--- src/rtl/pcs_tx_pkg.sv ---
package pcs_tx_pkg;

    localparam int CG_W  = 5;
    localparam int NIB_W = 4;

    typedef logic [CG_W-1:0]  cg_t;
    typedef logic [NIB_W-1:0] nib_t;

    localparam cg_t CG_IDLE = 5'b11111;
    localparam cg_t CG_J    = 5'b11000;
    localparam cg_t CG_K    = 5'b10001;
    localparam cg_t CG_T    = 5'b01101;
    localparam cg_t CG_R    = 5'b00111;
    localparam cg_t CG_H    = 5'b00100;

    typedef enum logic [1:0] {
        ST_IDLE,
        ST_SSD2,
        ST_DATA,
        ST_ESD2
    } tx_st_e;

    // data nibble to code-group, leftmost bit sent first
    function automatic cg_t enc_4b5b(input nib_t n);
        cg_t c;
        case (n)
            4'h0: c = 5'b11110;
            4'h1: c = 5'b01001;
            4'h2: c = 5'b10100;
            4'h3: c = 5'b10101;
            4'h4: c = 5'b01010;
            4'h5: c = 5'b01011;
            4'h6: c = 5'b01110;
            4'h7: c = 5'b01111;
            4'h8: c = 5'b10010;
            4'h9: c = 5'b10011;
            4'hA: c = 5'b10110;
            4'hB: c = 5'b10111;
            4'hC: c = 5'b11010;
            4'hD: c = 5'b11011;
            4'hE: c = 5'b11100;
            default: c = 5'b11101;
        endcase
        return c;
    endfunction

endpackage

--- src/rtl/pcs_tx_framer.sv ---
module pcs_tx_framer
    import pcs_tx_pkg::*;
(
    input  logic clk,
    input  logic rst,
    input  nib_t txd,
    input  logic tx_en,
    input  logic tx_er,
    output logic nib_tick,
    output cg_t  cg_next,
    output logic busy
);

    localparam int             PH_W    = $clog2(CG_W);
    localparam logic [PH_W-1:0] PH_LAST = PH_W'(CG_W - 1);

    typedef struct packed {
        logic [PH_W-1:0] ph;
        tx_st_e          st;
    } fr_s;

    fr_s    r_d, r_q;
    tx_st_e st_n;

    always_comb begin
        r_d     = r_q;
        st_n    = r_q.st;
        cg_next = CG_IDLE;
        unique case (r_q.st)
            ST_IDLE: begin
                if (tx_en) begin
                    cg_next = CG_J;
                    st_n    = ST_SSD2;
                end
            end
            ST_SSD2: begin
                cg_next = CG_K;
                st_n    = ST_DATA;
            end
            ST_DATA: begin
                if (tx_en) begin
                    cg_next = tx_er ? CG_H : enc_4b5b(txd);
                end else begin
                    cg_next = CG_T;
                    st_n    = ST_ESD2;
                end
            end
            ST_ESD2: begin
                cg_next = CG_R;
                st_n    = ST_IDLE;
            end
        endcase
        r_d.ph = (r_q.ph == PH_LAST) ? '0 : r_q.ph + 1'b1;
        if (r_q.ph == '0) begin
            r_d.st = st_n;
        end
    end

    always_ff @(posedge clk) begin
        if (rst) begin
            r_q.ph <= '0;
            r_q.st <= ST_IDLE;
        end else begin
            r_q <= r_d;
        end
    end

    assign nib_tick = (r_q.ph == '0);
    assign busy     = (r_q.st != ST_IDLE);

    // the strobe never lasts two cycles
    assert_tick_single_R1: assert property (@(posedge clk) disable iff (rst)
        nib_tick |=> !nib_tick);

    // K always follows J one nibble earlier
    assert_k_after_j_R3: assert property (@(posedge clk) disable iff (rst)
        (nib_tick && cg_next == CG_K) |-> ($past(cg_next, 5) == CG_J));

    // R always follows T one nibble earlier
    assert_r_after_t_R3: assert property (@(posedge clk) disable iff (rst)
        (nib_tick && cg_next == CG_R) |-> ($past(cg_next, 5) == CG_T));

endmodule

--- src/rtl/pcs_tx_serializer.sv ---
module pcs_tx_serializer
    import pcs_tx_pkg::*;
#(
    parameter int                LFSR_W   = 11,
    parameter int                LFSR_TAP = 9,
    parameter logic [LFSR_W-1:0] SEED     = '1,
    parameter bit                SCR_EN   = 1'b1
) (
    input  logic clk,
    input  logic rst,
    input  logic load,
    input  cg_t  cg_in,
    input  logic bypass,
    output logic line
);

    typedef struct packed {
        cg_t              sh;
        logic [LFSR_W-1:0] lfsr;
        logic             line;
    } ser_s;

    ser_s s_d, s_q;
    logic fb;
    logic ks;
    logic tx_bit;

    assign fb = s_q.lfsr[LFSR_W-1] ^ s_q.lfsr[LFSR_TAP-1];

    generate
        if (SCR_EN) begin : g_scr
            assign ks = fb & ~bypass;
        end else begin : g_noscr
            assign ks = 1'b0;
        end
    endgenerate

    always_comb begin
        s_d      = s_q;
        tx_bit   = s_q.sh[CG_W-1] ^ ks;
        s_d.line = s_q.line ^ tx_bit;
        s_d.lfsr = {s_q.lfsr[LFSR_W-2:0], fb};
        s_d.sh   = load ? cg_in : {s_q.sh[CG_W-2:0], 1'b1};
    end

    always_ff @(posedge clk) begin
        if (rst) begin
            s_q.sh   <= CG_IDLE;
            s_q.lfsr <= SEED;
            s_q.line <= 1'b0;
        end else begin
            s_q <= s_d;
        end
    end

    assign line = s_q.line;

    // the keystream register never locks up at zero
    assert_lfsr_live_R7: assert property (@(posedge clk) disable iff (rst)
        s_q.lfsr != '0);

    // unscrambled ones always flip the line in fiber mode
    assert_fiber_one_toggles_R8: assert property (@(posedge clk) disable iff (rst)
        (bypass && s_q.sh[CG_W-1]) |=> (line != $past(line)));

endmodule

--- src/rtl/pcs_tx_sense.sv ---
module pcs_tx_sense (
    input  logic clk,
    input  logic rst,
    input  logic busy,
    input  logic rx_carrier,
    output logic crs,
    output logic col
);

    typedef struct packed {
        logic crs;
        logic col;
    } sn_s;

    sn_s n_d, n_q;

    always_comb begin
        n_d     = n_q;
        n_d.crs = busy | rx_carrier;
        n_d.col = busy & rx_carrier;
    end

    always_ff @(posedge clk) begin
        if (rst) begin
            n_q <= '0;
        end else begin
            n_q <= n_d;
        end
    end

    assign crs = n_q.crs;
    assign col = n_q.col;

    // a collision is always also carrier
    assert_col_implies_crs_R10: assert property (@(posedge clk) disable iff (rst)
        col |-> crs);

endmodule

--- src/rtl/pcs_tx_top.sv ---
module pcs_tx_top
    import pcs_tx_pkg::*;
#(
    parameter int                  LFSR_W    = 11,
    parameter int                  LFSR_TAP  = 9,
    parameter logic [LFSR_W-1:0]   LFSR_SEED = '1,
    parameter bit                  SCR_EN    = 1'b1
) (
    input  logic       clk,
    input  logic       rst,
    input  logic [3:0] mii_txd,
    input  logic       mii_tx_en,
    input  logic       mii_tx_er,
    input  logic       rx_carrier,
    input  logic       fiber_mode,
    output logic       nib_tick,
    output logic       tx_line,
    output logic       crs,
    output logic       col
);

    cg_t  cg_next;
    logic busy;

    pcs_tx_framer u_framer (
        .clk      (clk),
        .rst      (rst),
        .txd      (mii_txd),
        .tx_en    (mii_tx_en),
        .tx_er    (mii_tx_er),
        .nib_tick (nib_tick),
        .cg_next  (cg_next),
        .busy     (busy)
    );

    pcs_tx_serializer #(
        .LFSR_W   (LFSR_W),
        .LFSR_TAP (LFSR_TAP),
        .SEED     (LFSR_SEED),
        .SCR_EN   (SCR_EN)
    ) u_ser (
        .clk    (clk),
        .rst    (rst),
        .load   (nib_tick),
        .cg_in  (cg_next),
        .bypass (fiber_mode),
        .line   (tx_line)
    );

    pcs_tx_sense u_sense (
        .clk        (clk),
        .rst        (rst),
        .busy       (busy),
        .rx_carrier (rx_carrier),
        .crs        (crs),
        .col        (col)
    );

    // reset quiets every output
    assert_reset_quiet_R11: assert property (@(posedge clk)
        $past(rst) |-> (!tx_line && !crs && !col));

endmodule

--- config.mk ---
export PLATFORM = sky130hd
export DESIGN_NAME = pcs_tx_top
export DESIGN_NICKNAME = d
export VERILOG_FILES = /design/src/rtl/pcs_tx_pkg.sv /design/src/rtl/pcs_tx_framer.sv /design/src/rtl/pcs_tx_serializer.sv /design/src/rtl/pcs_tx_sense.sv /design/src/rtl/pcs_tx_top.sv
export SDC_FILE = /design/constraint.sdc
export NUM_CORES = 1
export LEC_CHECK = 0
export CAP_MARGIN = 20
export CORE_MARGIN = 5
export CORE_UTILIZATION = 45
export DETAILED_ROUTE_END_ITERATION = 6
export DONT_BUFFER_PORTS = 1
export PLACE_DENSITY = 0.71
export SYNTH_ARGS = -nofsm -noshare
export SYNTH_HDL_FRONTEND = slang
export SYNTH_HIERARCHICAL = 1
export SYNTH_SLANG_ARGS = --single-unit
--- constraint.sdc ---
create_clock -name clk -period 3.65 [get_ports clk]
set_input_delay 1.095 -clock clk [delete_from_list [all_inputs] [get_ports clk]]
set_output_delay 1.095 -clock clk [all_outputs]
set_load 0.01 [all_outputs]
==> impl_results.md, run 1 <==
* Storage cell area at 480 um^2
* 1st-iter DRT viols at 17
* Critical path data required time at roughly 2.6 ns
* Clock tree buffer depth at 2
* Setup CP Type: flip-flop to primary output
* DR pass1 iterations at 4
* Status: finished, final reports clean
* RSZ-0062 raised after global routing: false
* Num CTS Buffers at 3
* Worst-margin pin slew at approximately 0.91 ns
* Critical Path End Type: primary output
* Synth area leaders: dfxtp_1 (47%), ha_1 (7.4%), or2_1 (6.2%)
* CORE AREA at about 2200 um^2
* Worst-path maximum fanout at 10
* DRC viols at 0
* YS warnings at 6
* Critical path buffer and inverter count at 1
* Tot GR Track Use at 0.101
* CP top delay family: simple AND/OR/NAND/NOR gates
* Fmax achieved at roughly 0.37 GHz
* Final HPWL DP at 1.15 mm
* Final hold viol count at 0
* Layout Area Growth over Synthesis at 6.79%
* Final Cell Area at ~1100 um^2
* Vias in the first global route at roughly 620
* Slowest cell on the critical path: nor2b_1
* Clock transition at the registers of the reported paths at 0.13 ns
* CP Cell Sequence: inv_1, ha_1, nor2b_1
* Arrival @ worst endpoint at between 1.5 and 2 ns
* Rel. slew slack at 0.392
* Worst hold path type: flip-flop to flip-flop
* Hold_ws at roughly 0.42 ns
* Placed cell area at roughly 1000 um^2
* Chip Width at ~57 um
* CTS root buf: clkbuf_4
* Routed WL at 1.53 mm
* Port Buf Inserts at 0
* Chip Height at ~57 um
* Avg Inst Size Synth at 9.74 um^2
* Seq cells post-synth at 24
* Area of the multi-input gates at around 480 um^2
* Post-cts resize count at 0
* Peak VDD IR at 0.314 mV
* Synthesized area at 1010 um^2
* Tcrit/Tclk final at 0.741
* TritonCTS clock tree: built
* Die ar. at approximately 3300 um^2
* Pwr Density at 550 nW/um^2
* Maxcap violations at 0
* Via-to-Cell Ratio at 5.03
* Gr ovfl total at 0
* Post-layout min period at 2.71 ns
* Diode count at 0
* I/O pins at 14
* Sequential area share after synthesis at 0.474
* Synth area leader: dfxtp_1
* Post-CTS Setup Repair Bufs at 0
* Cells after synthesis at ~100
* Routed WL per cell at about 11 um
* Final #Nets at 122
* Clock tree sinks at 24
* Number of fill cells at about 220
* Worst setup SP type: flip-flop
* Routed via count at 669
* Antenna violations before repair at 0
* Final WS setup at around 0.94 ns
* Rows at 17
* Initial Utilization at 0.463
* Leak at ~0.46 nW
* Final count of negative-setup-slack endpoints at 0
* Share of the synthesized area in the top cell type at 0.474
* Worst-Skew Late Latency at 0.31 ns
* Pins over their slew limit at 0
* Share of cells above drive strength 1 at 0.0571
* RD Place Congestion at roughly 0.75
* Worst Skew at ~0.0014 ns
* Crit-path max cell delay at approximately 0.73 ns
* Remaining antenna violation count after routing at 0
* Synth cell types at 32
* Setup WS pre-CTS at around 1.3 ns
* Largest net degree at the start of global routing at 20
* Syn nets at 120
* FF-to-FF setup slack at about 1.9 ns
* Setup TNS at 0 ns
* H-tree Lvls at 1
* Global-route wire length before repair at ~2.7 mm
* Post-CTS Hold Fix Bufs at 0
synth_stat cells:
library cell / count
o21ba_2: 1
nand2_1: 7
mux2i_1: 5
or2_1: 10
ha_1: 6
o21ba_1: 1
nor3_1: 1
a211oi_1: 2
a41o_1: 1
nor2b_1: 1
xnor2_1: 2
and3b_1: 1
a2bb2oi_1: 1
o41ai_1: 1
nor3b_1: 1
or3_1: 1
a21oi_1: 6
a221o_1: 1
dfxtp_1: 24
buf_6: 1
nand3b_1: 1
o21ai_0: 2
clkbuf_1: 2
and3_1: 2
a22oi_1: 1
inv_1: 10
nor2_1: 6
a21o_1: 1
nand2b_1: 2
a22oi_2: 1
o31ai_1: 1
xor2_1: 1
logic make-up after synthesis:
group,count (synthesis),share of synthesized area
AND/OR/NAND/NOR,33,0.175
flip-flops,24,0.474
AO/OA/AOI/OAI,20,0.146
buffers and inverters,13,0.0556
adder cells (fa/ha/maj),6,0.0741
multiplexers,5,0.0494
XOR/XNOR,3,0.0259
final timing paths:
kind / start / end / cells after the start
worst min register to register: u_ser/s_d[5]$_SDFF_PP1_ / u_ser/s_d[6]$_SDFF_PP1_ / 1
worst max-delay path: u_framer/r_q[2]$_SDFF_PP0_ / nib_tick / 3
worst min-delay path: u_ser/s_d[5]$_SDFF_PP1_ / u_ser/s_d[6]$_SDFF_PP1_ / 1
worst max register to register: u_framer/r_q[2]$_SDFF_PP0_ / u_framer/r_q[1]$_SDFFE_PP0P_ / 5
metrics by stage:
stage,util,std cells,power [mW]
after detailed placement,0.470,129,0.414
after global placement,0.470,129,0.411
after CTS,0.494,133,0.602
final,0.494,133,0.596
after floorplan,-,104,0.401
after global routing,0.494,133,0.628
metal layers:
metal / GRT usage / up-vias / share of wire
met5: 0 / - / 0
met4: 0.0397 / 0 / 0.010
met3: 0.0317 / 2 / 0.081
met2: 0.144 / 23 / 0.39
met1: 0.141 / 292 / 0.52
li1: - / 352 / -
sequential cells by signal, summed over array words and instances, names as in the netlist:
signal and cells:
u_ser/s_q 6, u_ser/line 1, u_framer/r_q 5, u_sense/crs 1
u_sense/col 1, u_ser/s_d 10
layout by cell type, fill, tap and decap left out:
| master | count |
|---|---|
| o21ai_0 | 2 |
| o21ba_1 | 1 |
| xor2_1 | 1 |
| o21ba_2 | 1 |
| nand2_1 | 7 |
| nor3_1 | 1 |
| a2bb2oi_1 | 1 |
| ha_1 | 6 |
| o41ai_1 | 1 |
| or2_1 | 10 |
| nor2b_1 | 1 |
| bufinv_16 | 1 |
| inv_1 | 10 |
| nand3b_1 | 1 |
| and3b_1 | 1 |
| o31ai_1 | 1 |
| or3_1 | 1 |
| a41o_1 | 1 |
| mux2i_1 | 5 |
| nor3b_1 | 1 |
| a221o_1 | 1 |
| a22oi_1 | 1 |
| nor2_1 | 6 |
| a211oi_1 | 2 |
| xnor2_1 | 2 |
| a22oi_2 | 1 |
| dfxtp_1 | 24 |
| a21o_1 | 1 |
| clkbuf_4 | 3 |
| a21oi_1 | 6 |
| nand2b_1 | 2 |
| and3_1 | 2 |
power breakdown:
part,switching (mW),internal [mW]
clock network,0.0766,0.111
registers,0.0147,0.286
logic,0.0596,0.0482
total,0.151,0.445
layout make-up:
class                      instances  area share
sequential                        24       0.444
inverter                          10      0.0347
clock inverter                     1      0.0277
clock buffer                       3      0.0208
tap                               28      0.0324
multi-input combinational         67       0.440
worst reg2reg max path, cell delays in order, from the launching register on:
cell      delay, ns
dfxtp_1        0.33
inv_1          0.06
ha_1           0.17
nor2b_1        0.73
a211oi_1       0.17
a41o_1         0.24
Note: power is estimated with default switching activity, not from simulation.
==> run 2, diff against run 1 <==
--- a/config.mk
+++ b/config.mk
@@ -10,7 +10,7 @@
 export CORE_UTILIZATION = 45
 export DETAILED_ROUTE_END_ITERATION = 6
 export DONT_BUFFER_PORTS = 1
-export PLACE_DENSITY = 0.71
+export PLACE_DENSITY = 0.73
 export SYNTH_ARGS = -nofsm -noshare
 export SYNTH_HDL_FRONTEND = slang
 export SYNTH_HIERARCHICAL = 1
==> constraint.sdc (replaced) <==
create_clock -name clk -period 2.4 [get_ports clk]
set_input_delay 0.72 -clock clk [delete_from_list [all_inputs] [get_ports clk]]
set_output_delay 0.72 -clock clk [all_outputs]
set_load 0.01 [all_outputs]
==> impl_results.md, run 2 (synthesized netlist as in run 1, its figures left out) <==
* Maxcap violations at 0
* Arrival @ worst endpoint at between 1 and 1.5 ns
* DRC viols at 0
* Setup WS pre-CTS at about 0.84 ns
* Uppermost layer routed: met4
* Worst hold stages at 1
* RD Place Congestion at 0.782
* Remaining antenna violation count after routing at 0
* Critical Path End Type: primary output
* Final Cell Area at 1060 um^2
* Pins over their slew limit at 0
* Largest net degree at the start of global routing at 20
* Rel. slew slack at 0.779
* Final #Nets at 123
* DR pass1 iterations at 4
* I/O pins at 14
* Worst Skew at 0.00117 ns
* Clock transition at the registers of the reported paths at approximately 0.11 ns
* Gr ovfl total at 0
* Worst hold path type: flip-flop to flip-flop
* 1st-iter DRT viols at 10
* TritonCTS clock tree: built
* Tcrit/Tclk final at 0.787
* Final hold viol count at 0
* Diode count at 0
* Clock tree sinks at 24
* Post-layout min period at around 1.9 ns
* Commonest cells after routing, fill and taps aside: dfxtp_1 (24), inv_1 (10), or2_1 (10)
* Critical path data required time at around 1.7 ns
* Commonest non-fill, non-tap cell in the layout: dfxtp_1
* Chip Width at around 57 um
* Pwr Density at ~740 nW/um^2
* Worst setup SP type: flip-flop
* Routed WL at approximately 1.5 mm
* Die ar. at 3300 um^2
* Share of cells above drive strength 1 at 0.0571
* Worst-margin pin slew at 0.331 ns
* Peak VDD IR at about 0.46 mV
* Tot GR Track Use at 0.102
* Worst-path maximum fanout at 3
* CTS root buf: clkbuf_4
* Initial Utilization at 0.463
* Number of fill cells at between 200 and 250
* Vias in the first global route at around 630
* Storage cell area at approximately 480 um^2
* Setup TNS at 0 ns
* Worst-Skew Late Latency at 0.29 ns
* Reg2Reg Depth at 5
* Placed cell area at just over 1000 um^2
* Post-cts resize count at 0
* Rows at 17
* Setup CP Type: flip-flop to primary output
* Routed wl met3 at approximately 120 um
* Fmax achieved at between 0.5 and 0.6 GHz
* Via-to-Cell Ratio at just over 5
* H-tree Lvls at 1
* Final non-filler cell total at 133
* Dpl cells at 130
* Post-CTS Setup Repair Bufs at 0
* Max reg flops at 10
* Port Buf Inserts at 0
* Chip Height at 57.5 um
* Routed via count at just under 700
* Final WS setup at 0.511 ns
* Wire length on met1 at a little over 700 um
* Final Util at 0.484
* Area of the multi-input gates at 477 um^2
* CORE AREA at about 2200 um^2
* Layout Area Growth over Synthesis at 4.57%
* Status: finished, final reports clean
* WL met2 at around 660 um
* Clock tree buffer depth at 2
* Antenna violations before repair at 0
* Global-route wire length before repair at 2.62 mm
* Num CTS Buffers at 3
* Leak at about 0.45 nW
* RSZ-0062 raised after global routing: false
* Final HPWL DP at between 1 and 1.5 mm
* Post-CTS Hold Fix Bufs at 0
* Final count of negative-setup-slack endpoints at 0
* Routed WL per cell at about 11 um
run 2: changes by cell type in the layout (fill, tap and decap cells not counted), sizes merged:
| cell | before | now |
|---|---|---|
| buf | 0 | 1 |
| bufinv | 1 | 0 |
run 2: worst max-delay path, stage by stage, from the launching register on:
cell and delay (ns):
dfxtp_1 0.33, inv_1 0.07, ha_1 0.19, nor2b_1 0.29
run 2: layout make-up:
cell class / count / share of cell area
flip-flops and latches: 24 / 0.453
multi-input cells: 67 / 0.450
inverters: 10 / 0.0354
well taps: 28 / 0.0331
clock buffers: 3 / 0.0213
repair buffers: 1 / 0.00708
run 2: final timing paths:
kind / start / endpoint / slack (ns)
worst max-delay path: u_framer/r_q[2]$_SDFF_PP0_ / nib_tick / 0.51
worst min register to register: u_ser/s_d[7]$_SDFF_PP1_ / u_ser/s_d[8]$_SDFF_PP1_ / 0.42
worst max register to register: u_framer/r_q[0]$_SDFFE_PP0P_ / u_framer/r_q[1]$_SDFFE_PP0P_ / 0.89
worst min-delay path: u_ser/s_d[7]$_SDFF_PP1_ / u_ser/s_d[8]$_SDFF_PP1_ / 0.42
run 2: layer usage:
layer	GRT usage	up-vias
li1	-	350
met1	0.121	302
met2	0.152	18
met3	0.0498	4
met4	0.0497	0
met5	0	-
run 2: power breakdown:
group	switching [mW]	internal (mW)	total, mW
combinational	0.0894	0.0762	0.166
clock	0.101	0.0584	0.159
sequential	0.0214	0.434	0.456
run 2: through the flow:
stage / power, mW / hold WS [ns]
2_1_floorplan: 0.610 / 0.383
3_3_place_gp: 0.629 / 0.387
3_5_place_dp: 0.632 / 0.395
4_1_cts: 0.797 / 0.423
5_1_grt: 0.842 / 0.429
6_report: 0.780 / 0.417
==> run 3, diff against run 2 <==
--- a/config.mk
+++ b/config.mk
@@ -10,7 +10,7 @@
 export CORE_UTILIZATION = 45
 export DETAILED_ROUTE_END_ITERATION = 6
 export DONT_BUFFER_PORTS = 1
-export PLACE_DENSITY = 0.73
+export PLACE_DENSITY = 0.71
 export SYNTH_ARGS = -nofsm -noshare
 export SYNTH_HDL_FRONTEND = slang
 export SYNTH_HIERARCHICAL = 1
==> constraint.sdc (replaced) <==
create_clock -name clk -period 2 [get_ports clk]
set_input_delay 0.6 -clock clk [delete_from_list [all_inputs] [get_ports clk]]
set_output_delay 0.6 -clock clk [all_outputs]
set_load 0.01 [all_outputs]
==> impl_results.md, run 3 (synthesized netlist as in run 1, its figures left out) <==
* Status: finished, final reports clean
* CORE AREA at approximately 2200 um^2
* Pins over their slew limit at 0
* Antenna violations before repair at 0
* RD Place Congestion at between 0.7 and 0.8
* Final hold viol count at 0
* Post-layout min period at around 1.8 ns
* Global-route wire length before repair at 2.84 mm
* Clock tree sinks at 24
* H-tree Lvls at 1
* Port Buf Inserts at 0
* Routed WL per cell at 11.8 um
* Worst-Skew Late Latency at around 0.3 ns
* Sw Share at 0.246
* Commonest cells after routing, fill and taps aside: dfxtp_1 (24), inv_1 (10), or2_1 (10)
* 1st-iter DRT viols at 24
* FF-to-FF setup slack at approximately 0.47 ns
* Clock tree buffer depth at 2
* Final Power at around 1.1 mW
* Dpl cells at between 100 and 150
* Commonest non-fill, non-tap cell in the layout: dfxtp_1
* Layout Area Growth over Synthesis at 7.53%
* Storage cell area at between 400 and 500 um^2
* Worst setup SP type: flip-flop
* Tcrit/Tclk final at 0.903
* Initial Utilization at 0.463
* Leak at between 0.4 and 0.5 nW
* Vias in the first global route at about 720
* Clock power frac at 0.307
* Largest net degree at the start of global routing at 20
* Clock transition at the registers of the reported paths at around 0.12 ns
* Chip Width at between 50 and 60 um
* Chip Height at 57.5 um
* TritonCTS clock tree: built
* DRC viols at 0
* Setup TNS at 0 ns
* CTS root buf: clkbuf_4
* Worst-path maximum fanout at 3
* Maxcap violations at 0
* P_int at around 0.82 mW
* RSZ-0062 raised after global routing: false
* Arrival @ worst endpoint at 1.21 ns
* Rel. slew slack at 0.786
* Rows at 17
* Crit-path max cell delay at around 0.34 ns
* Final Util at 0.497
* Number of fill cells at roughly 210
* Hold_ws at about 0.35 ns
* Die ar. at between 3000 and 4000 um^2
* Share of cells above drive strength 1 at 0.0660
* Logic pwr share at 0.186
* Num CTS Buffers at 3
* Post-CTS Hold Fix Bufs at 0
* Sw power at approximately 0.27 mW
* Routed via count at roughly 670
* Final non-filler cell total at 134
* DR pass1 iterations at 4
* Remaining antenna violation count after routing at 0
* Worst-margin pin slew at between 0.3 and 0.4 ns
* Worst Skew at between 0.004 and 0.005 ns
* Critical Path End Type: primary output
* Gr ovfl total at 0
* Post-cts resize count at 0
* Worst hold path type: input pin to flip-flop
* Final count of negative-setup-slack endpoints at 0
* Max reg flops at 10
* Slowest cell on the critical path: dfxtp_1
* Sequential power share at 0.506
* Tot GR Track Use at 0.108
* Critical path buffer and inverter count at 1
* Diode count at 0
* Fmax achieved at roughly 0.55 GHz
* Pwr Density at a little under 1000 nW/um^2
* Final #Nets at between 100 and 150
* Peak VDD IR at 0.584 mV
* CP top delay family: flip-flops
* Via-to-Cell Ratio at around 5.0
* Setup CP Type: flip-flop to primary output
* CP Cell Sequence: inv_1, ha_1, nor2b_1
* Area of the multi-input gates at around 480 um^2
* Critical path data required time at around 1.4 ns
* I/O pins at 14
* Final HPWL DP at ~1.2 mm
* Routed WL at around 1.6 mm
* Post-CTS Setup Repair Bufs at 0
[run 3: cell count changes in the layout (fill, tap and decap cells not counted), sizes merged]
cell | previous run | this run
bufinv | 0 | 1
[run 3: worst paths after layout]
check                           depth (start not counted)                  startpoint                            to
worst max-delay path                                    3  u_framer/r_q[2]$_SDFF_PP0_                      nib_tick
worst min-delay path                                    1                         rst    u_framer/r_q[4]$_SDFF_PP0_
worst max register to register                          6  u_framer/r_q[2]$_SDFF_PP0_  u_framer/r_q[1]$_SDFFE_PP0P_
worst min register to register                          1     u_ser/s_d[8]$_SDFF_PP1_       u_ser/s_d[9]$_SDFF_PP1_
[run 3: routing by layer]
| metal | wire length, um | GRT usage | vias up |
|---|---|---|---|
| met5 | 0 | 0 | - |
| met1 | 710 | 0.120 | 299 |
| met2 | 731 | 0.187 | 14 |
| li1 | - | - | 352 |
| met3 | 126 | 0.0362 | 2 |
| met4 | 12 | 0.0430 | 0 |
[run 3: cell type report]
type,count,share of cell area
flip-flops and latches,24,0.441
multi-input cells,67,0.437
inverters,10,0.0344
well taps,28,0.0321
clock inverters,1,0.0276
clock buffers,3,0.0207
repair buffers,1,0.00689
[run 3: power by group through the flow]
stage	clock network (mW)	registers [mW]	logic, mW
after floorplan	0	0.553	0.179
after global placement	0	0.558	0.196
after detailed placement	0	0.559	0.202
after CTS	0.345	0.549	0.203
after global routing	0.368	0.554	0.236
final	0.333	0.548	0.201
[run 3: worst reg2reg max path, stage by stage, from the launching register on]
cell	delay, ns
dfxtp_1	0.34
inv_1	0.08
ha_1	0.20
nor2b_1	0.28
buf_4	0.24
a211oi_1	0.09
a41o_1	0.21
[run 3: stage by stage]
step | instance area, um^2 | setup WS (ns)
finish | 1090 | 0.195
global route | 1090 | 0.114
CTS | 1090 | 0.170
detailed placement | 1040 | 0.481
global placement | 1040 | 0.538
floorplan | 1010 | 0.454
